==> src/rtl/bhg_pkg.sv <==
package bhg_pkg;

  typedef enum logic [1:0] {
    ROLE_NONE = 2'd0,
    ROLE_ARB  = 2'd1,
    ROLE_REQ  = 2'd2
  } bus_role_e;

  // Arbiter bit wins when both are set.
  function automatic bus_role_e decode_role(input logic arb_bit, input logic req_bit);
    if (arb_bit)      return ROLE_ARB;
    else if (req_bit) return ROLE_REQ;
    else              return ROLE_NONE;
  endfunction

endpackage

==> src/rtl/bhg_sync.sv <==
module bhg_sync #(
  parameter int                 WIDTH   = 2,
  parameter int                 STAGES  = 2,
  parameter logic [WIDTH-1:0]   RST_VAL = '1
) (
  input  logic             clk,
  input  logic             rst_n,
  input  logic [WIDTH-1:0] d,
  output logic [WIDTH-1:0] q
);

  logic [WIDTH-1:0] stg [STAGES];

  for (genvar s = 0; s < STAGES; s++) begin : g_stage
    logic [WIDTH-1:0] stg_in;
    if (s == 0) begin : g_first
      assign stg_in = d;
    end else begin : g_next
      assign stg_in = stg[s-1];
    end
    always_ff @(posedge clk or negedge rst_n) begin
      if (!rst_n) stg[s] <= RST_VAL;
      else        stg[s] <= stg_in;
    end
  end

  assign q = stg[STAGES-1];

endmodule

==> src/rtl/bhg_req_ctl.sv <==
module bhg_req_ctl (
  input  logic clk,
  input  logic rst_n,
  input  logic role_is_req,
  input  logic need_xmem,
  input  logic last_xaccess,
  output logic hold_req_n
);

  logic req_on, req_on_nxt;

  always_comb begin
    req_on_nxt = req_on;
    if (!role_is_req)                 req_on_nxt = 1'b0;
    else if (req_on && last_xaccess)  req_on_nxt = 1'b0;
    else if (need_xmem)               req_on_nxt = 1'b1;
  end

  always_ff @(posedge clk or negedge rst_n) begin
    if (!rst_n) req_on <= 1'b0;
    else        req_on <= req_on_nxt;
  end

  assign hold_req_n = ~req_on;

  // no hold request in any other role
  a_r7_no_req_outside_role: assert property (@(posedge clk) disable iff (!rst_n)
    !role_is_req |=> hold_req_n);

  // released after the last external access
  a_r8_release_after_last: assert property (@(posedge clk) disable iff (!rst_n)
    (!hold_req_n && last_xaccess) |=> hold_req_n);

endmodule

==> src/rtl/bhg_arb_ack.sv <==
module bhg_arb_ack (
  input  logic clk,
  input  logic rst_n,
  input  logic role_is_arb,
  input  logic hold_pend,
  input  logic bus_busy,
  output logic hlda_out_n
);

  logic ack_on, ack_on_nxt;

  always_comb begin
    ack_on_nxt = role_is_arb && hold_pend && !bus_busy;
  end

  always_ff @(posedge clk or negedge rst_n) begin
    if (!rst_n) ack_on <= 1'b0;
    else        ack_on <= ack_on_nxt;
  end

  assign hlda_out_n = ~ack_on;

  // acknowledge only after an idle cycle with a hold pending, in arbiter role
  a_r9_ack_when_idle: assert property (@(posedge clk) disable iff (!rst_n)
    bus_busy |=> hlda_out_n);

  a_r9_ack_only_arb: assert property (@(posedge clk) disable iff (!rst_n)
    !role_is_arb |=> hlda_out_n);

endmodule

==> src/rtl/bus_hold_gate.sv <==
module bus_hold_gate
  import bhg_pkg::*;
#(
  parameter int SYNC_STAGES = 2
) (
  input  logic clk,
  input  logic rst_n,
  input  logic cfg_arb,
  input  logic cfg_req,
  input  logic src_xmem,
  input  logic dst_xmem,
  input  logic xfer_pending,
  input  logic ext_access,
  input  logic xfer_last,
  input  logic hold_in_n,
  input  logic hlda_in_n,
  output logic permit,
  output logic hold_req_n,
  output logic hlda_out_n
);

  localparam int PIN_W = 2;

  bus_role_e        role;
  logic             uses_xmem;
  logic [PIN_W-1:0] pins_sync;
  logic             hold_s_n, hlda_s_n;

  assign role      = decode_role(cfg_arb, cfg_req);
  assign uses_xmem = src_xmem | dst_xmem;

  bhg_sync #(.WIDTH(PIN_W), .STAGES(SYNC_STAGES), .RST_VAL('1)) u_sync (
    .clk   (clk),
    .rst_n (rst_n),
    .d     ({hlda_in_n, hold_in_n}),
    .q     (pins_sync)
  );

  assign hold_s_n = pins_sync[0];
  assign hlda_s_n = pins_sync[1];

  always_comb begin
    permit = 1'b1;
    if (uses_xmem) begin
      unique case (role)
        ROLE_ARB: permit = hold_s_n;
        ROLE_REQ: permit = ~hlda_s_n;
        default:  permit = 1'b1;
      endcase
    end
  end

  bhg_req_ctl u_req (
    .clk          (clk),
    .rst_n        (rst_n),
    .role_is_req  (role == ROLE_REQ),
    .need_xmem    (xfer_pending && uses_xmem),
    .last_xaccess (ext_access && xfer_last),
    .hold_req_n   (hold_req_n)
  );

  bhg_arb_ack u_ack (
    .clk         (clk),
    .rst_n       (rst_n),
    .role_is_arb (role == ROLE_ARB),
    .hold_pend   (~hold_s_n),
    .bus_busy    (ext_access),
    .hlda_out_n  (hlda_out_n)
  );

  // no role means no gating
  a_r2_free_no_role: assert property (@(posedge clk) disable iff (!rst_n)
    (!cfg_arb && !cfg_req) |-> permit);

  // on-chip spaces are never gated
  a_r3_free_local: assert property (@(posedge clk) disable iff (!rst_n)
    (!src_xmem && !dst_xmem) |-> permit);

  // arbiter role denies while a hold is seen
  a_r4_arb_deny: assert property (@(posedge clk) disable iff (!rst_n)
    (cfg_arb && uses_xmem && !hold_s_n) |-> !permit);

  // requester role denies without acknowledge
  a_r5_req_deny: assert property (@(posedge clk) disable iff (!rst_n)
    (!cfg_arb && cfg_req && uses_xmem && hlda_s_n) |-> !permit);

endmodule

==> config.mk <==
export PLATFORM = sky130hd
export DESIGN_NAME = bus_hold_gate
export DESIGN_NICKNAME = d
export VERILOG_FILES = /design/src/rtl/bhg_pkg.sv /design/src/rtl/bhg_sync.sv /design/src/rtl/bhg_req_ctl.sv /design/src/rtl/bhg_arb_ack.sv /design/src/rtl/bus_hold_gate.sv
export SDC_FILE = /design/constraint.sdc
export NUM_CORES = 1
export LEC_CHECK = 0
export BUFFER_PORTS_ARGS = -buffer_cell sky130_fd_sc_hd__clkbuf_2
export CORE_AREA = 2 2 39 41
export DETAILED_ROUTE_END_ITERATION = 12
export DIE_AREA = 0 0 41 43
export HOLD_SLACK_MARGIN = 0.12
export SLEW_MARGIN = 20
export SYNTH_ARGS = -nofsm -noshare
export SYNTH_HDL_FRONTEND = slang
export SYNTH_SLANG_ARGS = --single-unit
==> constraint.sdc <==
create_clock -name clk -period 1.61 [get_ports clk]
set_input_delay 0.4025 -clock clk [delete_from_list [all_inputs] [get_ports clk]]
set_output_delay 0.4025 -clock clk [all_outputs]
set_load 0.02 [all_outputs]
* After elaboration in Yosys (flattened, before gate mapping)
Index checks and enable logic that the tools add are counted.
** Storage, ports and cells
- Register bits :: 6
- Latch bits :: 0
- RAM bits :: 0
- Memory bits (read-only) :: 0
- Input port bits :: 11
- Logic and storage cells :: 25
- Memories kept :: 0
** Cells by class
- $add $sub $neg :: 0
- Multipliers :: 0
- Divide/modulo/power cells :: 0
- Magnitude comparators :: 0
- Equal/unequal tests :: 3
- Shift operators :: 0
- Mux-type cells :: 7
- Bitwise gates (word level) :: 5
- Reduce and logical (&&, ||, !) cells :: 6
** Operators by type and width (count)
- $logic_and A1 B1 Y1 :: 5
- $mux W1 :: 4
- $mux W2 :: 2
- $not A1 Y1 :: 4
- $ne A3 B3 Y1 const B :: 1
- $eq A2 B1 Y1 const B :: 1
- $eq A2 B2 Y1 const B :: 1
- $pmux W1 S2 :: 1
- $logic_not A1 Y1 :: 1
- $or A1 B1 Y1 :: 1

* Longest topological paths before layout
Gate-level depths: netlist (run 1).
- Depth in word-level cells :: 5
- Gate-level depth with buffers :: 2
- Gate-level depth less buffers :: 2

* Hierarchy
A second synthesis (run 1) with hierarchy kept.
** Second synthesis, totals
- Cells, all modules :: 19
- Area, all modules :: 231.5 um^2
** Modules (own cells, without submodules)
- bhg_sync :: times used 1, cells each 4, area an instance 105.1 um^2
- bus_hold_gate :: times used 1, cells each 8, area an instance 46.3 um^2
- bhg_req_ctl :: times used 1, cells each 4, area an instance 42.5 um^2
- bhg_arb_ack :: times used 1, cells each 3, area an instance 37.5 um^2

* Least setup slack after synthesis (run 1)
No wires, ideal clock.
- Path kind :: input-to-output
- From :: input cfg_arb
- To :: output permit
- Arrival :: 0.894 ns
- Data required time :: 1.207 ns
- Path slack :: 0.314 ns
- Stages on the path :: 2
- Buffers on the path :: 0
- Cell sequence :: and3b_1 > o22ai_1
** On the way
- Word-level cells in the longest chain between the ends :: 4
** Ends and longest elaborated chain
- start: declaration :: line bus_hold_gate.sv:8 : input logic cfg_arb,
- $mux W2 (*) :: line bhg_pkg.sv:11 : if (arb_bit) return ROLE_ARB;
- $eq A2 B2 Y1 / $eq A2 B1 Y1 (equally long branches) :: line bus_hold_gate.sv:45 : unique case (role)
- $pmux W1 S2 (*) :: line bus_hold_gate.sv:45
- $mux W1 (*) :: line bus_hold_gate.sv:44 : if (uses_xmem) begin
- end: declaration :: line bus_hold_gate.sv:17 : output logic permit,
Every way passes the cells marked *; elsewhere a longest branch is shown, timed or not.

* Worst setup path after layout (run 1)
- From :: register u_sync.stg, in the netlist u_sync.q[1]
- To :: output permit
** On the way
- Word-level cells in the longest chain between the ends :: 3
** Ends and longest elaborated chain
- start: declaration :: line bhg_sync.sv:12 : logic [WIDTH-1:0] stg [STAGES];
- start signal: indexed assignment :: line bhg_sync.sv:23 : else stg[s] <= stg_in;
- $not A1 Y1 :: line bus_hold_gate.sv:47 : ROLE_REQ: permit = ~hlda_s_n;
- $pmux W1 S2 :: line bus_hold_gate.sv:45
- $mux W1 :: line bus_hold_gate.sv:44
Every way passes these cells.

==> results of run 1 <==
## per-stage QoR
step,cells,util,setup slack (ns),power [mW]
after CTS,50,0.259,0.0517,0.366
final,50,0.259,0.0794,0.351
after detailed placement,45,0.233,0.177,0.205
after global routing,50,0.259,0.00114,0.379
after global placement,45,0.233,0.187,0.204
after floorplan,16,-,0.314,0.183
## cell type report
class	instances	area [um^2]	area share
inverters	3	11.3	0.0314
multi-input cells	7	71.3	0.199
repair buffers	14	75.1	0.209
well taps	16	20.0	0.0557
clock buffers	4	26.3	0.0732
flip-flops and latches	6	155	0.432
## per-layer routing
| layer | global-route usage | routed length, um | vias up |
|---|---|---|---|
| met2 | 0.100 | 207 | 16 |
| met1 | 0.0429 | 178 | 74 |
| met4 | 0.0200 | 0 | 0 |
| met5 | 0 | 0 | - |
| met3 | 0.0628 | 78 | 0 |
| li1 | - | - | 89 |
## flip-flops by register name (all words and copies together) (netlist names)
signal	flops
u_ack.ack_on	1
u_req.req_on	1
u_sync.g_stage.stg_in	2
u_sync.q	2
## synthesized netlist by cell type, drive strengths merged
master,count,area [um^2]
dfstp,4,105
inv,3,11.3
dfrtp,2,50.1
nor2b,2,12.5
a2111oi,1,27.5
and3,1,11.3
and3b,1,8.76
o21ai,1,5.00
o22ai,1,6.26
## repair_timing
item / 4_1_cts / 5_1_grt
hold endpoints to repair: 2 / 0
gates resized for setup: 0 / 1
setup endpoints to repair: 0 / 1
buffers inserted: 0 / 0
hold buffers: 1 / 0
## kinds of logic after synthesis
logic type | Yosys count | synth area share
compound gates | 3 | 0.163
buf+inv | 3 | 0.0474
flops | 6 | 0.653
simple gates | 4 | 0.137
## power by group
part | switching [mW] | leakage, nW | internal (mW)
logic | 0.0206 | 0.0843 | 0.0192
registers | 0.00192 | 0.0690 | 0.162
clock network | 0.0537 | 0.0150 | 0.0938
## worst max-delay path, delay by kind of cell (launching register included)
family,cells,cell delay [ns]
AND/OR/NAND/NOR,1,0.16
buffers and inverters,1,0.16
flip-flops,1,0.51
AO/OA/AOI/OAI,1,0.06
## path summary, 6_finish.rpt
kind                       slack, ns                     endpoint  cells after the start
setup / recovery                0.08                       permit                      3
hold / removal                  0.25  u_sync.g_stage[1].stg_in[1]                      1
setup reg to reg                0.66                 u_req.req_on                      2
hold reg to reg                 0.34                  u_sync.q[1]                      0
max in group asynchronous       0.85  u_sync.g_stage[1].stg_in[1]                      2
min in group asynchronous       0.52                 u_ack.ack_on                      2
==> impl_metrics.env, run 1 <==
export IMPL_status="finished, final reports clean"
export IMPL_clock_skew_ns=0.00964
export IMPL_crit_slowest_cell="dfstp_2"
export IMPL_start_kind="flip-flop"
export IMPL_timing_hold_ws_ns=0.249
export IMPL_hold_viol_final=0
export IMPL_finalMaxSlewViolations=0
export IMPL_start_util=0.172
export IMPL_synth_cell_type_count=9
export IMPL_power_density_nw_per_um2=979
export IMPL_cts_max_level=1
export IMPL_fin_tns_setup_ns=0
export IMPL_post_route_min_period_ns=1.53
export IMPL_avgRoutedWirePerCell_um=9.28
export IMPL_maxCapViolCount=0
export IMPL_grt_pass1_vias=191
export IMPL_insertedDiodeCount=0
export IMPL_clockBufferDepth=2
export IMPL_worst_skew_pair_late_latency_ns=0.24
export IMPL_first_pass_iters=1
export IMPL_synth_nets=27
export IMPL_syn_area_per_cell_um2=14.9
export IMPL_cts_tree="built"
export IMPL_die_area_um2=1760
export IMPL_postLayoutCellArea_um2=359
export IMPL_crit_start="u_sync.q[1]"
export IMPL_setup_viol=0
export IMPL_drtIter0Drc=0
export IMPL_critPathArrivalTime_ns=1.13
export IMPL_grt_max_degree=7
export IMPL_path_cells="and3b_1, o22ai_1, buf_2"
export IMPL_die_x_um=41
export IMPL_period_share=0.951
export IMPL_globalplace_congestion=0.507
export IMPL_clkTransAtPathRegs_ns=0.05
export IMPL_viasPerCell=3.58
export IMPL_holdCritStartpoint="hlda_in_n"
export IMPL_layout_common_cells="12 x clkbuf_2, 4 x dfstp_2, 3 x inv_1, 3 x clkbuf_4"
export IMPL_worst_hold_path_type="in -> reg"
export IMPL_track_usage=0.0607
export IMPL_vias=179
export IMPL_postPlaceCellArea_um2=323
export IMPL_synth_seq_cells=6
export IMPL_irDropWorstVdd_v=0.000475
export IMPL_critPathMaxStageDelay_ns=0.51
export IMPL_fillers=157
export IMPL_tightest_slew_ns=0.220
export IMPL_syn_inst=16
export IMPL_required_ns=1.21
export IMPL_area_growth_pct=51.1
export IMPL_final_common_cell="clkbuf_2"
export IMPL_cts_buffers=3
export IMPL_coreArea_um2=1380
export IMPL_crit_type="reg -> out"
export IMPL_rows=14
export IMPL_yosysWarnings=0
export IMPL_ant_nets=0
export IMPL_cts_root_buf="clkbuf_4"
export IMPL_cp_max_fo=1
export IMPL_pin_count=14
export IMPL_p_leak_nw=0.168
export IMPL_die_h_um=43
export IMPL_io_buffer_count=13
export IMPL_slew_headroom=0.852
export IMPL_nets=46
export IMPL_ys_seq_area_frac=0.653
export IMPL_rsz0062_at_grt="no"
export IMPL_endpoint_kind="output port"
export IMPL_max_freq_mhz=653
export IMPL_antenna_found_initial=0
export IMPL_reg2reg_from="u_req.req_on"
export IMPL_syn_cell_area_um2=238
export IMPL_cts_sinks=6
export IMPL_grt_overflow=0
export IMPL_drc=0
export IMPL_grt_pass1_wl_um=641
export IMPL_wirelength_um=464
export IMPL_drive_above_1_share=0.647
Note: power is estimated with default switching activity, not from simulation.
==> run 2, diff against run 1 <==
--- a/config.mk
+++ b/config.mk
@@ -10,6 +10,7 @@
 export DETAILED_ROUTE_END_ITERATION = 12
 export DIE_AREA = 0 0 41 43
 export HOLD_SLACK_MARGIN = 0.12
+export SETUP_SLACK_MARGIN = 0.3
 export SLEW_MARGIN = 20
 export SYNTH_ARGS = -nofsm -noshare
 export SYNTH_HDL_FRONTEND = slang
==> run 2 against run 1 <==
Against the previous run: count of clock-buffer cells in the layout is the same; final cell count grew 2.0%; critical path depth is the same; register-to-register slack lost 0.13 ns; first-iteration DRC count is the same; clock power is essentially flat; die area is the same; worst hold slack is the same; global-route usage grew 0.20 points; critical path type unchanged; critical endpoint unchanged; highest routed layer unchanged.
==> impl_metrics.env, run 2 (same netlist as run 1, synthesis figures left out) <==
export IMPL_endpoint_kind="output port"
export IMPL_combPwrFrac=0.134
export IMPL_tightest_slew_ns=0.226
export IMPL_timing_hold_ws_ns=0.249
export IMPL_worst_skew_pair_late_latency_ns=0.24
export IMPL_postPlaceCellArea_um2=323
export IMPL_dp_slack_ns=0.177
export IMPL_globalplace_congestion=0.507
export IMPL_clkTransAtPathRegs_ns=0.05
export IMPL_area_growth_pct=63.2
export IMPL_hold_viol_final=0
export IMPL_cts_root_buf="clkbuf_4"
export IMPL_die_h_um=43
export IMPL_cp_max_fo=1
export IMPL_slew_headroom=0.849
export IMPL_fillers=154
export IMPL_nets=47
export IMPL_maxCapViolCount=0
export IMPL_coreArea_um2=1380
export IMPL_antenna_found_initial=0
export IMPL_critPathArrivalTime_ns=1.13
export IMPL_total_power_mw=0.360
export IMPL_ant_nets=0
export IMPL_drive_above_1_share=0.714
export IMPL_postLayoutCellArea_um2=388
export IMPL_start_kind="flip-flop"
export IMPL_vias=189
export IMPL_grt_busiest_layer="met2"
export IMPL_ff_latch_area_um2=155
export IMPL_clockBufferDepth=2
export IMPL_fin_tns_setup_ns=0
export IMPL_worst_hold_path_type="in -> reg"
export IMPL_p_int_mw=0.281
export IMPL_max_freq_mhz=651
export IMPL_die_area_um2=1760
export IMPL_grtUsageMet1=0.0429
export IMPL_crit_type="reg -> out"
export IMPL_fin_ws_ns=0.0750
export IMPL_first_pass_iters=1
export IMPL_die_x_um=41
export IMPL_grt_max_degree=7
export IMPL_grt_overflow=0
export IMPL_finalMaxSlewViolations=0
export IMPL_drtIter0Drc=0
export IMPL_multi_input_area_um2=77.6
export IMPL_grt_pass1_wl_um=669
export IMPL_cts_buffers=3
export IMPL_post_route_min_period_ns=1.54
export IMPL_required_ns=1.21
export IMPL_avgRoutedWirePerCell_um=10.1
export IMPL_rows=14
export IMPL_grtUsageMet3=0.0628
export IMPL_cts_tree="built"
export IMPL_final_common_cell="clkbuf_2"
export IMPL_pwr_share_clk=0.410
export IMPL_irDropWorstVdd_v=0.000475
export IMPL_pin_count=14
export IMPL_grt_use_met2=0.106
export IMPL_track_usage=0.0628
export IMPL_setup_viol=0
export IMPL_seqPwrFrac=0.457
export IMPL_period_share=0.953
export IMPL_drc=0
export IMPL_wirelength_um=515
export IMPL_clock_skew_ns=0.00964
export IMPL_insertedDiodeCount=0
export IMPL_start_util=0.172
export IMPL_status="finished, final reports clean"
export IMPL_cts_max_level=1
export IMPL_p_sw_mw=0.0788
export IMPL_netSwitchingFraction=0.219
export IMPL_io_buffer_count=13
export IMPL_rsz0062_at_grt="yes"
export IMPL_power_density_nw_per_um2=928
export IMPL_cts_sinks=6
export IMPL_viasPerCell=3.71
export IMPL_grt_pass1_vias=203
export IMPL_p_leak_nw=0.184
export IMPL_layout_common_cells="11 x clkbuf_2, 4 x dfstp_2, 3 x clkbuf_4"
[run 2: power by group through the flow]
stage | logic [mW] | registers, mW | clock network, mW
2_1_floorplan | 0.0168 | 0.166 | 0
3_3_place_gp | 0.0379 | 0.166 | 0
3_5_place_dp | 0.0386 | 0.166 | 0
4_1_cts | 0.0428 | 0.164 | 0.161
5_1_grt | 0.0525 | 0.165 | 0.170
6_report | 0.0481 | 0.164 | 0.148
[run 2: final timing paths]
| kind | from | to | slack [ns] | cells past startpoint |
|---|---|---|---|---|
| max | u_sync.q[1] | permit | 0.07 | 3 |
| min in group asynchronous | rst_n | u_ack.ack_on | 0.52 | 2 |
| min reg2reg | u_sync.g_stage[1].stg_in[1] | u_sync.q[1] | 0.34 | 0 |
| max reg2reg | u_req.req_on | u_req.req_on | 0.53 | 3 |
| min | hlda_in_n | u_sync.g_stage[1].stg_in[1] | 0.25 | 1 |
| max in group asynchronous | rst_n | u_sync.g_stage[1].stg_in[1] | 0.85 | 2 |
[run 2: routing by layer]
layer | share of wire | up-vias
met5 | 0 | -
met4 | 0 | 0
met3 | 0.15 | 0
met2 | 0.51 | 16
met1 | 0.34 | 80
li1 | - | 93
[run 2: cell type report]
class                           count  area share
Tap cell                           16      0.0516
Multi-Input combinational cell      7       0.200
Timing Repair Buffer               15       0.252
Inverter                            3      0.0290
Sequential cell                     6       0.400
Clock buffer                        4      0.0677
[run 2: what timing repair did]
action / in CTS / in global routing
hold endpoints to repair: 2 / 0
gates resized for setup: 3 / 4
buffers inserted: 0 / 1
pin swaps: 0 / 2
hold buffers: 1 / 0
setup endpoints to repair: 2 / 2
[run 2: critical path, stage by stage (launching register included)]
cell,delay [ns]
dfstp_2,0.51
and3b_1,0.16
o22ai_2,0.08
buf_6,0.14
[run 2: per-stage QoR]
stage | utilization | instances
2_1_floorplan | - | 16
3_3_place_gp | 0.233 | 45
3_5_place_dp | 0.233 | 45
4_1_cts | 0.266 | 50
5_1_grt | 0.280 | 51
6_report | 0.280 | 51
==> run 3, diff against run 2 <==
--- a/config.mk
+++ b/config.mk
@@ -7,6 +7,7 @@
 export LEC_CHECK = 0
 export BUFFER_PORTS_ARGS = -buffer_cell sky130_fd_sc_hd__clkbuf_2
 export CORE_AREA = 2 2 39 41
+export CTS_BUF_LIST = sky130_fd_sc_hd__clkbuf_4 sky130_fd_sc_hd__clkbuf_8
 export DETAILED_ROUTE_END_ITERATION = 12
 export DIE_AREA = 0 0 41 43
 export HOLD_SLACK_MARGIN = 0.12
==> run 3 against run 2 <==
Against the previous run: combinational power is 4% lower; sequential power barely moved; via count fell by 2.1%; sequential share of layout area is 0.39 points higher; die area unchanged; setup slack gained 0.0013 ns; maximum frequency is essentially flat; largest cell class unchanged; design area decreased by 0.97%.
==> impl_metrics.env, run 3 (same netlist as run 1, synthesis figures left out) <==
export IMPL_period_share=0.953
export IMPL_post_route_min_period_ns=1.53
export IMPL_die_x_um=41
export IMPL_path_cells="and3b_1, o22ai_2, buf_6"
export IMPL_reg2reg_from="u_req.req_on"
export IMPL_worst_hold_path_type="in -> reg"
export IMPL_area_growth_pct=61.6
export IMPL_start_kind="flip-flop"
export IMPL_nets=46
export IMPL_total_power_mw=0.374
export IMPL_dp_slack_ns=0.177
export IMPL_post_route_util=0.278
export IMPL_first_pass_iters=1
export IMPL_clockBufferDepth=2
export IMPL_grt_max_degree=7
export IMPL_maxCapViolCount=0
export IMPL_insertedDiodeCount=0
export IMPL_setup_viol=0
export IMPL_fin_tns_setup_ns=0
export IMPL_io_buffer_count=13
export IMPL_grt_pass1_vias=193
export IMPL_cts_sinks=6
export IMPL_crit_type="reg -> out"
export IMPL_viasPerCell=3.70
export IMPL_r2r_slack_ns=0.65
export IMPL_placed_cells=45
export IMPL_cts_max_level=1
export IMPL_die_area_um2=1760
export IMPL_drtIter0Drc=0
export IMPL_layout_common_cells="11 x clkbuf_2, 4 x clkbuf_4, 4 x dfstp_2"
export IMPL_die_h_um=43
export IMPL_holdCritStartpoint="hlda_in_n"
export IMPL_status="finished, final reports clean"
export IMPL_globalplace_congestion=0.507
export IMPL_slew_headroom=0.849
export IMPL_critPathMaxStageDelay_ns=0.51
export IMPL_grt_overflow=0
export IMPL_avgRoutedWirePerCell_um=9.58
export IMPL_clkTransAtPathRegs_ns=0.05
export IMPL_endpoint_kind="output port"
export IMPL_start_util=0.172
export IMPL_pin_count=14
export IMPL_timing_hold_ws_ns=0.249
export IMPL_track_usage=0.0587
export IMPL_hold_viol_final=0
export IMPL_clock_skew_ns=0.00860
export IMPL_required_ns=1.21
export IMPL_finalMaxSlewViolations=0
export IMPL_final_common_cell="clkbuf_2"
export IMPL_cp_max_fo=1
export IMPL_max_freq_mhz=652
export IMPL_vias=185
export IMPL_cts_root_buf="clkbuf_4"
export IMPL_cts_buffers=3
export IMPL_fin_ws_ns=0.0763
export IMPL_instances_no_fill=50
export IMPL_irDropWorstVdd_v=0.000518
export IMPL_crit_slowest_cell="dfstp_2"
export IMPL_p_leak_nw=0.182
export IMPL_rows=14
export IMPL_post_cts_buffers=0
export IMPL_coreArea_um2=1380
export IMPL_postLayoutCellArea_um2=384
export IMPL_r2r_cells=2
export IMPL_worst_skew_pair_late_latency_ns=0.24
export IMPL_drive_above_1_share=0.735
export IMPL_crit_start="u_sync.q[1]"
export IMPL_tightest_slew_ns=0.226
export IMPL_postPlaceCellArea_um2=323
export IMPL_wirelength_um=479
export IMPL_cts_tree="built"
export IMPL_antenna_found_initial=0
export IMPL_drc=0
export IMPL_holdPathStages=1
export IMPL_critPathArrivalTime_ns=1.13
export IMPL_rsz0062_at_grt="yes"
export IMPL_power_density_nw_per_um2=974
export IMPL_reg2reg_to="u_req.req_on"
export IMPL_grt_pass1_wl_um=627
export IMPL_hold_end="u_sync.g_stage[1].stg_in[1]"
export IMPL_ant_nets=0
-- run 3: cell count changes in the layout (fill, tap and decap cells not counted) --
cell,delta
clkbuf_4,+1
clkbuf_1,-1
buf_4,-1
-- run 3: critical path: cells and delay by family (launching register included) --
| family | cells | cell delay (ns) |
|---|---|---|
| AND/OR/NAND/NOR | 1 | 0.16 |
| flip-flops | 1 | 0.51 |
| AO/OA/AOI/OAI | 1 | 0.08 |
| buffers and inverters | 1 | 0.14 |
-- run 3: timing repair --
item	CTS	global route
hold buffers	1	0
gates resized for setup	2	5
pin swaps	0	2
hold endpoints to repair	2	0
endpoints found under the setup margin	2	2
-- run 3: layout make-up --
type / count / area (um^2)
timing repair buffer: 14 / 90.1
fill: 152 / 1000
clock buffer: 4 / 30.0
sequential: 6 / 155
multi-input combinational: 7 / 77.6
tap: 16 / 20.0
inverter: 3 / 11.3
-- run 3: power breakdown --
group	switching, mW	leakage (nW)	internal [mW]
logic	0.0225	0.0949	0.0238
registers	0.00201	0.0690	0.162
clock network	0.0529	0.0184	0.111
total	0.0775	0.182	0.297
-- run 3: worst max-delay path by stage --
stage | end | cells past startpoint
finish | permit | 3
global route | permit | 3
CTS | permit | 3
detailed placement | permit | 4
global placement | permit | 4
floorplan | permit | 2
-- run 3: routing by layer --
layer | global-route usage | vias to the layer above | part of all wire
met4 | 0.0200 | 0 | 0
met5 | 0 | - | 0
met2 | 0.0938 | 16 | 0.49
li1 | - | 91 | -
met1 | 0.0429 | 78 | 0.35
met3 | 0.0628 | 0 | 0.16
